`src/rtl/spi_word_deser.sv`:
```
module spi_word_deser #(
  parameter int WORD_W      = 16,
  parameter int SYNC_STAGES = 2
) (
  input  logic              clk,
  input  logic              rst_n,
  input  logic              spi_sck,
  input  logic              spi_sel_n,
  input  logic              spi_din,
  output logic [WORD_W-1:0] word_out,
  output logic              word_stb
);

  localparam int CNT_W = $clog2(WORD_W);
  localparam logic [CNT_W-1:0] LAST = CNT_W'(WORD_W - 1);

  logic [SYNC_STAGES-1:0] sck_sy, sel_sy, din_sy;
  logic                   sck_d;
  logic [CNT_W-1:0]       cnt;
  logic [WORD_W-1:0]      shreg;

  always_ff @(posedge clk) begin
    if (!rst_n) begin
      sck_sy <= '0;
      sel_sy <= '1;
      din_sy <= '0;
      sck_d  <= 1'b0;
    end else begin
      sck_sy <= {sck_sy[SYNC_STAGES-2:0], spi_sck};
      sel_sy <= {sel_sy[SYNC_STAGES-2:0], spi_sel_n};
      din_sy <= {din_sy[SYNC_STAGES-2:0], spi_din};
      sck_d  <= sck_sy[SYNC_STAGES-1];
    end
  end

  wire sck_now  = sck_sy[SYNC_STAGES-1];
  wire sel_now  = sel_sy[SYNC_STAGES-1];
  wire din_now  = din_sy[SYNC_STAGES-1];
  wire active   = ~sel_now;
  wire sck_rise = sck_now & ~sck_d;
  wire take     = sck_rise & active;
  wire [WORD_W-1:0] shifted = {shreg[WORD_W-2:0], din_now};

  always_ff @(posedge clk) begin
    if (!rst_n) begin
      cnt      <= '0;
      shreg    <= '0;
      word_out <= '0;
      word_stb <= 1'b0;
    end else begin
      word_stb <= 1'b0;
      if (!active) begin
        cnt   <= '0;
        shreg <= '0;
      end else if (take) begin
        if (cnt == LAST) begin
          word_out <= shifted;
          word_stb <= 1'b1;
          cnt      <= '0;
          shreg    <= '0;
        end else begin
          shreg <= shifted;
          cnt   <= cnt + 1'b1;
        end
      end
    end
  end

  assert_stb_single_R7: assert property (@(posedge clk) disable iff (!rst_n)
    word_stb |=> !word_stb);

  assert_word_hold_R7: assert property (@(posedge clk) disable iff (!rst_n)
    !word_stb |-> $stable(word_out));

  assert_stb_after_full_word_R1: assert property (@(posedge clk) disable iff (!rst_n)
    (take && cnt != LAST) |=> !word_stb);

  assert_clear_on_select_R2: assert property (@(posedge clk) disable iff (!rst_n)
    $fell(sel_now) |-> (cnt == '0 && shreg == '0));

  assert_idle_no_stb_R10: assert property (@(posedge clk) disable iff (!rst_n)
    sel_now |=> !word_stb);

endmodule

```
`config.mk`:
```
export PLATFORM = sky130hd
export DESIGN_NAME = spi_word_deser
export DESIGN_NICKNAME = d
export VERILOG_FILES = /design/src/rtl/spi_word_deser.sv
export SDC_FILE = /design/constraint.sdc
export NUM_CORES = 1
export LEC_CHECK = 0
export BUFFER_PORTS_ARGS = -buffer_cell sky130_fd_sc_hd__buf_4
export CORE_ASPECT_RATIO = 0.8
export CORE_MARGIN = 1.5
export CORE_UTILIZATION = 40
export DETAILED_ROUTE_END_ITERATION = 8
export PLACE_DENSITY_LB_ADDON = 0.15
export SETUP_SLACK_MARGIN = 0.02
export SLEW_MARGIN = 15
export SYNTH_ARGS = -nofsm -noshare
export SYNTH_HDL_FRONTEND = slang
export SYNTH_SLANG_ARGS = --single-unit
```
`constraint.sdc`:
```
create_clock -name clk -period 1.55 [get_ports clk]
set_input_delay 0.0775 -clock clk [delete_from_list [all_inputs] [get_ports clk]]
set_output_delay 0.0775 -clock clk [all_outputs]
set_load 0.02 [all_outputs]
```
# --- Word-level counts from Yosys, hierarchy flattened ---
# Cells that the tools add are included.
op_classes:
  add_sub_neg: 1
  n_mul: 0
  n_div: 0
  order_cmp: 0
  n_eq_ne: 1
  shift: 0
  n_mux: 3
  bitwise: 6
  reduce_logical: 3
op_table:
  columns: ["operator", "count"]
  rows:
  - ["two-way mux 15 bit", 1]
  - ["adder 4 x 1 -> 4 bit, second input constant", 1]
  - ["equality test 4 bit, second input constant", 1]
  - ["two-way mux 4 bit", 1]
  - ["NOT 1 bit", 4]
  - ["AND reduction 3 bit", 1]
  - ["OR reduction 3 bit", 1]
  - ["bitwise AND 1 bit", 2]
  - ["OR reduction 2 bit", 1]
  - ["two-way mux 1 bit", 1]
word_totals:
  reg_bits: 43
  latch_bits: 0
  ramBits: 0
  romBits: 0
  in_bits: 5
  out_inout_bits: 17
  wordCells: 22
  n_memories: 0

# --- Logic depth before layout (Yosys ltp) ---
# Gate-level depths: netlist (run 1).
depth:
  depth_word: 5
  mapped_depth: 5
  mapped_depth_nobuf: 4

# --- Least setup slack after synthesis (run 1) ---
# OpenSTA, ideal clock, no wires.
synth_path:
  kind: "reg2reg"
  start: "reg sck_d"
  end: "reg cnt[3]"
  setup_ns: 0.070
  arrival_ns: 1.416
  t_required_ns: 1.480
  setup_slack_ns: 0.064
  stages_incl_launch_ff: 5
  path_buffers: 1
  synth_period_minus_slack_ns: 1.486
  cell_sequence: "dfxtp_1 -> or3b_4 -> buf_6 -> or4_1 -> a21oi_1"
synth_between:
  elab_chain_cells: 3
synth_lines:
  columns: ["item", "line", "text"]
  rows:
  - ["start, declared", "18", "logic sck_d;"]
  - ["start signal, assigned", "32", "sck_d <= sck_sy[SYNC_STAGES-1];"]
  - ["NOT 1 bit", "40", "wire sck_rise = sck_now & ~sck_d;"]
  - ["bitwise AND 1 bit", "40", null]
  - ["bitwise AND 1 bit", "41", "wire take = sck_rise & active;"]
  - ["end signal, assigned", "63", "cnt <= cnt + 1'b1;"]
  - ["end, declared", "19", "logic [CNT_W-1:0] cnt;"]
# No other way between the ends.
# A chain may end at the register's enable or synchronous reset.

# --- Worst setup path in the final report (run 1) ---
layout_path:
  start: "reg sck_sy[1]"
  end: "reg cnt[3]"
layout_between:
  elab_chain_cells: 2
layout_lines:
  columns: ["item", "line", "text"]
  rows:
  - ["start, declared", "17", "logic [SYNC_STAGES-1:0] sck_sy, sel_sy, din_sy;"]
  - ["start signal, assigned", "29", "sck_sy <= {sck_sy[SYNC_STAGES-2:0], spi_sck};"]
  - ["bitwise AND 1 bit", "40", null]
  - ["bitwise AND 1 bit", "41", null]
# No other way between the ends.

==> flow_summary.toml, run 1 <==
[run_status]
outcome = "completed"

[synth]
synthAdderAreaFrac_pct = 0.797
synth_area_sq_mm = 0.00157
synth_area_per_cell_sq_um = 9.02
yosysWarnings = 0
synth_mux_area_share_pct = 10.2
ys_seq_area_share_pct = 54.8
synth-compound-area-share_pct = 7.73
ys_seq_elements = 43
synth.distinct_cells = 22
synth_cells = 174
synth.net_count = 180
synth_top_family_by_area = "simple AND/OR/NAND/NOR gates"
synth-simple-area-share_pct = 22.7
synthXorXnorAreaFrac_pct = 0.558

[routing]
wl_met3_microns = 147
met1Wirelength_microns = 1440
drt_iter0_drc = 57
routed_wl_microns = 3070
avgViaCountPerCell = 4.61
top_layer_used = "met4"
postRouteAntennaNets = 0
wl_per_cell_microns = 11.8
route.met2.wl_microns = 1420
drt-pass1-iter-count = 4
drc_errors = 0
vias = 1204

[pwr]
ir_worst_vdd_mv = 0.412
pwr-share-clk_pct = 39.8
netSwitchingFraction_pct = 20.3
p_leak_nw = 0.669
p_int_mw = 1.54
power.switching_mw = 0.393
seq_power_share_pct = 57.7
power_density_mw_per_mm2 = 984
combPwrFrac_pct = 2.5

[grt]
grt_max_degree = 27
track_usage_pct = 16.1
grt_pass1_wl_microns = 5130
grt_pass1_vias = 1105
antenna_found_initial = 0
grt-ovfl-total = 0

[clock_tree]
cts_made_buffers = 5
clkTransAtPathRegs_ns = 0.07
clock_path_buffers = 2
tritoncts = "yes"
root_buffer = "clkbuf_8"
h-tree-depth = 2
worst_skew_pair.late_latency_ns = 0.30
clock-sinks = 43

[timing]
final-hold-violation-count = 0
min_period_ns = 1.47
setup_slack_ns = 0.0824
rsz0062_at_grt = "false"
timing.setup.tns_ns = 0
skew_ns = 0.0101
setup_viol = 0
relSlewSlack_pct = 83.9
fmax_mhz = 681
hold_ws_ns = 0.0682
worstMarginPinSlew_ns = 0.242
finalCritPeriodShare_pct = 94.7
finalMaxSlewViolations = 0

[critical_path]
start_kind = "flop"
cp_max_fo = 6
r2r_setup_slack_ns = 0.08
end_kind = "flop"
crit_type = "reg2reg"
worstPathArrival_ns = 1.70
worstPathRequired_ns = 1.78

[die]
die_area_sq_mm = 0.00431
start_util_pct = 41.6
row_count = 20
die_x_microns = 73.1
io_pins = 22
die_h_microns = 59.0
coreArea_sq_mm = 0.00378

[finish]
area_growth_pct = 25.1
antenna_cells = 0
fin_nets = 211
layout-drive-gt1-share_pct = 20.9
fin_area_sq_mm = 0.00196
fill_cells = 366

[job]
maxCapViolations = 0

[placed_design]
gp_congestion = 0.726
placed_area_sq_mm = 0.00182
dp_hpwl_microns = 2090
pre_cts_slack_ns = 0.0690
portBuffers = 21

[min_path]
hp-class = "in2reg"
state kept, by name, summed over array words and instances (netlist names):
name      count
word_out     16
shreg        15
cnt           4
din_sy        2
sck_sy        2
sel_sy        2
sck_d         1
word_stb      1
critical path: stages (launching register included):
cell	delay [ns]
dfxtp_1	0.36
or3b_4	0.44
or4_1	0.48
a21oi_1	0.13
per-stage QoR:
step                std cells  power [mW]  utilization, %
floorplan                 174        1.17               -
global placement          248        1.18            48.0
detailed placement        248        1.18            48.0
CTS                       259        1.97            51.5
global route              261        2.00            52.0
finish                    261        1.93            52.0
cells in the mapped netlist:
master    number  area [sq um]
nand2_1       65           244
dfxtp_1       43           861
a21oi_1       19          95.1
mux2i_1       16           160
and2_1         6          37.5
clkbuf_1       6          22.5
nand2b_1       3          18.8
nand3_1        2          10.0
a21o_1         1          7.51
buf_2          1          5.00
buf_4          1          7.51
buf_6          1          11.3
ha_1           1          12.5
inv_1          1          3.75
nor2_1         1          3.75
nor2_4         1          11.3
nor3b_2        1          12.5
o21bai_2       1          11.3
o31ai_1        1          7.51
or3b_4         1          11.3
or4_1          1          7.51
xnor2_1        1          8.76
area by class of cell:
| type | count | area (sq um) | area share (%) |
|---|---|---|---|
| Clock buffer | 8 | 100 | 5.10 |
| Inverter | 1 | 3.75 | 0.191 |
| Multi-Input combinational cell | 121 | 662 | 33.7 |
| Sequential cell | 43 | 862 | 43.9 |
| Tap cell | 55 | 68.8 | 3.50 |
| Timing Repair Buffer | 33 | 268 | 13.6 |
path summary, 6_finish.rpt:
check,to,start,depth (start not counted)
worst min register to register,sel_sy[1],sel_sy[0],1
worst max-delay path,cnt[3],sck_sy[1],3
worst max register to register,cnt[3],sck_sy[1],3
worst min-delay path,sel_sy[1],rst_n,2
timing repair:
item	CTS	global route
gates resized for setup	0	2
endpoints found under the setup margin	0	20
hold buffers	3	0
buffers inserted	0	2
hold endpoints to repair	3	0
power by group through the flow:
| stage | sequential (mW) | clock [mW] | combinational (mW) |
|---|---|---|---|
| 2_1_floorplan | 1.14 | 0 | 0.0253 |
| 6_report | 1.12 | 0.769 | 0.0484 |
| 5_1_grt | 1.12 | 0.832 | 0.0539 |
| 3_3_place_gp | 1.14 | 0 | 0.0410 |
| 3_5_place_dp | 1.14 | 0 | 0.0429 |
| 4_1_cts | 1.12 | 0.801 | 0.0491 |
layer usage:
metal | up-vias | GRT usage [%]
met5 | - | 0
met4 | 0 | 8.09
met3 | 8 | 5.10
met2 | 28 | 25.2
li1 | 625 | -
met1 | 543 | 20.0
logic make-up (layout without fill, tap and decap cells):
| group | after synthesis | after routing |
|---|---|---|
| flops | 43 | 43 |
| buf+inv | 10 | 42 |
| fa+ha+maj | 1 | 1 |
| compound gates | 22 | 22 |
| simple gates | 81 | 81 |
| mux | 16 | 16 |
| xor+xnor | 1 | 1 |
cell usage in the layout, fill, tap and decap left out, drive strengths merged:
master	synthesis	layout
nand2	65	65
dfxtp	43	43
buf	3	30
a21oi	19	19
mux2i	16	16
clkbuf	6	8
and2	6	6
nand2b	3	3
dlygate4sd3	0	3
nand3	2	2
nor2	2	2
nor3b	1	1
or3b	1	1
o21bai	1	1
xnor2	1	1
inv	1	1
or4	1	1
o31ai	1	1
a21o	1	1
ha	1	1
Note: power is estimated with default switching activity, not from simulation.
==> inputs of run 2 (changes only) <==
- BUFFER_PORTS_ARGS: -buffer_cell sky130_fd_sc_hd__buf_4 -> -buffer_cell sky130_fd_sc_hd__buf_2
==> flow_summary.toml, run 2 (synthesized netlist as in run 1, its figures left out) <==
[run_status]
outcome = "completed"

[placed_design]
gp_congestion = 0.704
pre_cts_slack_ns = 0.0672
portBuffers = 21
dp_hpwl_microns = 1940

[routing]
avgViaCountPerCell = 4.55
postRouteAntennaNets = 0
wl_per_cell_microns = 10.9
drc_errors = 0
drt-pass1-iter-count = 4
vias = 1187
routed_wl_microns = 2840
drt_iter0_drc = 45

[die]
io_pins = 22
coreArea_sq_mm = 0.00378
start_util_pct = 41.6
die_area_sq_mm = 0.00431
die_h_microns = 59.0
die_x_microns = 73.1
row_count = 20

[clock_tree]
clock_path_buffers = 2
root_buffer = "clkbuf_8"
clock-sinks = 43
h-tree-depth = 2
tritoncts = "yes"
cts_made_buffers = 5
worst_skew_pair.late_latency_ns = 0.29
clkTransAtPathRegs_ns = 0.08

[critical_path]
start_kind = "flop"
end_kind = "flop"
cp_max_fo = 6
crit_type = "reg2reg"
worstPathRequired_ns = 1.76
r2r_setup_slack_ns = 0.05
worstPathArrival_ns = 1.71

[job]
maxCapViolations = 0

[timing]
finalCritPeriodShare_pct = 96.6
rsz0062_at_grt = "true"
setup_slack_ns = 0.0529
fmax_mhz = 668
relSlewSlack_pct = 76.3
final-hold-violation-count = 0
finalMaxSlewViolations = 0
worstMarginPinSlew_ns = 0.355
hold_ws_ns = 0.150
skew_ns = 0.00362
min_period_ns = 1.50
setup_viol = 0

[grt]
grt_max_degree = 41
grt_pass1_vias = 1122
grt_pass1_wl_microns = 4930
track_usage_pct = 15.1
antenna_found_initial = 0
grt-ovfl-total = 0

[pwr]
power_mw = 1.93
ir_worst_vdd_mv = 0.366
power_density_mw_per_mm2 = 1010
p_leak_nw = 0.671

[finish]
layout-drive-gt1-share_pct = 20.4
reg_top3 = "word_out (16), shreg (15), cnt (4)"
antenna_cells = 0
final_cell_mix = "nand2_1, dfxtp_1, buf_2, a21oi_1, mux2i_1"
fin_nets = 211
largest_register_ffs = 16
area_growth_pct = 21.6
largest-register = "word_out"
layout_commonest_cell = "nand2_1"

[min_path]
hp-class = "in2reg"
==> run 2: final timing paths <==
path	startpoint	depth (start not counted)	to
min reg2reg	sel_sy[0]	1	sel_sy[1]
min	rst_n	3	cnt[2]
max	sck_sy[1]	3	cnt[3]
max reg2reg	sck_sy[1]	3	cnt[3]
==> run 2: layer usage <==
layer / vias to the layer above / part of all wire, % / routed length, microns / track usage, %
li1: 624 / - / - / -
met1: 545 / 50 / 1440 / 19.1
met2: 18 / 46 / 1300 / 23.8
met3: 0 / 4.0 / 113 / 6.63
met4: 0 / 0 / 0 / 4.04
met5: - / 0 / 0 / 0
==> run 2: timing repair <==
action	4_1_cts	5_1_grt
hold endpoints to repair	3	0
setup buffers	0	2
setup endpoints to repair	0	5
gates resized for setup	0	1
hold buffers	3	0
==> run 2: worst max-delay path, stage by stage, from the launching register on <==
cell and delay, ns:
dfxtp_1 0.35, or3b_4 0.43, or4_1 0.47, a21oi_1 0.16
==> run 2: power breakdown <==
group	leakage (nW)	internal [mW]	switching [mW]
registers	0.348	1.11	0.00366
logic	0.272	0.0193	0.0254
clock network	0.0515	0.406	0.359
==> run 2: stage by stage <==
step / util (%) / instance area (sq um) / TNS, ns / cells
floorplan: - / 1570 / 0 / 174
global placement: 46.7 / 1760 / 0 / 248
detailed placement: 46.7 / 1760 / 0 / 248
CTS: 50.1 / 1890 / 0 / 259
global route: 50.5 / 1910 / -0.00541 / 261
finish: 50.5 / 1910 / 0 / 261
==> run 2: final cells by class <==
cell class / count / area, sq um
inverters: 1 / 3.75
repair buffers: 33 / 215
fillers: 357 / 1870
flip-flops and latches: 43 / 862
multi-input cells: 121 / 659
clock buffers: 8 / 100
well taps: 55 / 68.8
==> inputs of run 3 (changes only) <==
- CELL_PAD_IN_SITES_DETAIL_PLACEMENT: unset -> 1
- CELL_PAD_IN_SITES_GLOBAL_PLACEMENT: unset -> 1
- CORE_ASPECT_RATIO: 0.8 -> unset
- CORE_UTILIZATION: 40 -> 37
==> flow_summary.toml, run 3 (synthesized netlist as in run 1, its figures left out) <==
[timing]
rsz0062_at_grt = "false"
timing.setup.tns_ns = 0
setup_slack_ns = 0.0819
skew_ns = 0.00507
worstMarginPinSlew_ns = 0.342
finalCritPeriodShare_pct = 94.7
relSlewSlack_pct = 77.0
finalMaxSlewViolations = 0
final-hold-violation-count = 0
min_period_ns = 1.47
setup_viol = 0
fmax_mhz = 681

[placed_design]
portBuffers = 21
place_inst = 242
placed_area_sq_mm = 0.00176
gp_congestion = 0.692
dp_hpwl_microns = 2310
pre_cts_slack_ns = 0.0771

[grt]
track_usage_pct = 16.9
grt_pass1_vias = 1217
grt-ovfl-total = 0
grt_max_degree = 28
use_met1_pct = 18.7
antenna_found_initial = 0
grt_pass1_wl_microns = 5690
met2_usage_pct = 30.3
grtUsageMet3_pct = 3.45
grt.busiest_layer = "met2"

[die]
die_x_microns = 68.1
coreArea_sq_mm = 0.00403
row_count = 23
die_area_sq_mm = 0.00464
die_h_microns = 68.1
start_util_pct = 39.0
io_pins = 22

[clock_tree]
clock_path_buffers = 2
cts_made_buffers = 5
root_buffer = "clkbuf_8"
post_cts_buffers = 0
clock-sinks = 43
clkTransAtPathRegs_ns = 0.07
worst_skew_pair.late_latency_ns = 0.29
h-tree-depth = 2
tritoncts = "yes"

[finish]
layout-drive-gt1-share_pct = 20.0
regArea_sq_um = 863
antenna_cells = 0
final_cell_mix = "nand2_1, dfxtp_1, buf_2, a21oi_1, mux2i_1"
reg_top3 = "word_out (16), shreg (15), cnt (4)"
largest-register = "word_out"
fin_area_sq_mm = 0.00186
fin_nets = 207
multiInputGateArea_sq_um = 666
fill_cells = 489
area_growth_pct = 18.6
layout_commonest_cell = "nand2_1"
largest_register_ffs = 16
instances_no_fill = 250

[routing]
avgViaCountPerCell = 4.90
routed_wl_microns = 3430
drt-pass1-iter-count = 6
wl_per_cell_microns = 13.7
postRouteAntennaNets = 0
drc_errors = 0
vias = 1226
drt_iter0_drc = 41

[critical_path]
end_kind = "flop"
crit_start = "sck_d"
cp_max_fo = 6
start_kind = "flop"
worstPathArrival_ns = 1.69
regToRegStartpoint = "sck_d"
crit_type = "reg2reg"
worstPathRequired_ns = 1.78

[min_path]
hold_start = "spi_sck"
hp-class = "in2reg"

[pwr]
power_mw = 1.80
p_leak_nw = 0.644
ir_worst_vdd_mv = 0.435
power_density_mw_per_mm2 = 968

[run_status]
outcome = "completed"

[job]
maxCapViolations = 0
-- run 3: worst paths after layout --
path,end,cells past startpoint,slack [ns]
max,cnt[3],3,0.08
min,sck_sy[0],2,0.003
max reg2reg,cnt[3],3,0.08
min reg2reg,sel_sy[1],1,0.42
-- run 3: area by class of cell --
type / instances / share of cell area, %
tap: 50 / 3.36
sequential: 43 / 46.3
inverter: 1 / 0.201
timing repair buffer: 29 / 10.5
multi-input combinational: 121 / 35.7
clock buffer: 6 / 3.90
-- run 3: per-layer routing --
metal	vias up	part of all wire [%]
li1	612	-
met1	591	44
met2	16	51
met3	7	2.8
met4	0	2.2
met5	-	0
-- run 3: where the power goes --
part / internal [mW] / switching, mW
combinational: 0.0180 / 0.0263
sequential: 1.11 / 0.00311
clock: 0.300 / 0.344
-- run 3: stage by stage --
stage / hold slack [ns] / util [%]
final: 0.00327 / 46.2
after global routing: 0.000868 / 46.2
after CTS: 0.00534 / 46.0
after detailed placement: 0.265 / 43.7
after global placement: 0.260 / 43.7
after floorplan: 0.179 / -
-- run 3: timing repair --
item,in CTS,in global routing
setup endpoints to repair,0,7
resized for setup,0,4
endpoints found under the hold margin,2,0
hold buffers,2,0
-- run 3: critical path, stage by stage, from the launching register on --
cell and delay (ns):
dfxtp_1 0.32, or3b_4 0.44, or4_1 0.50, a21oi_2 0.14
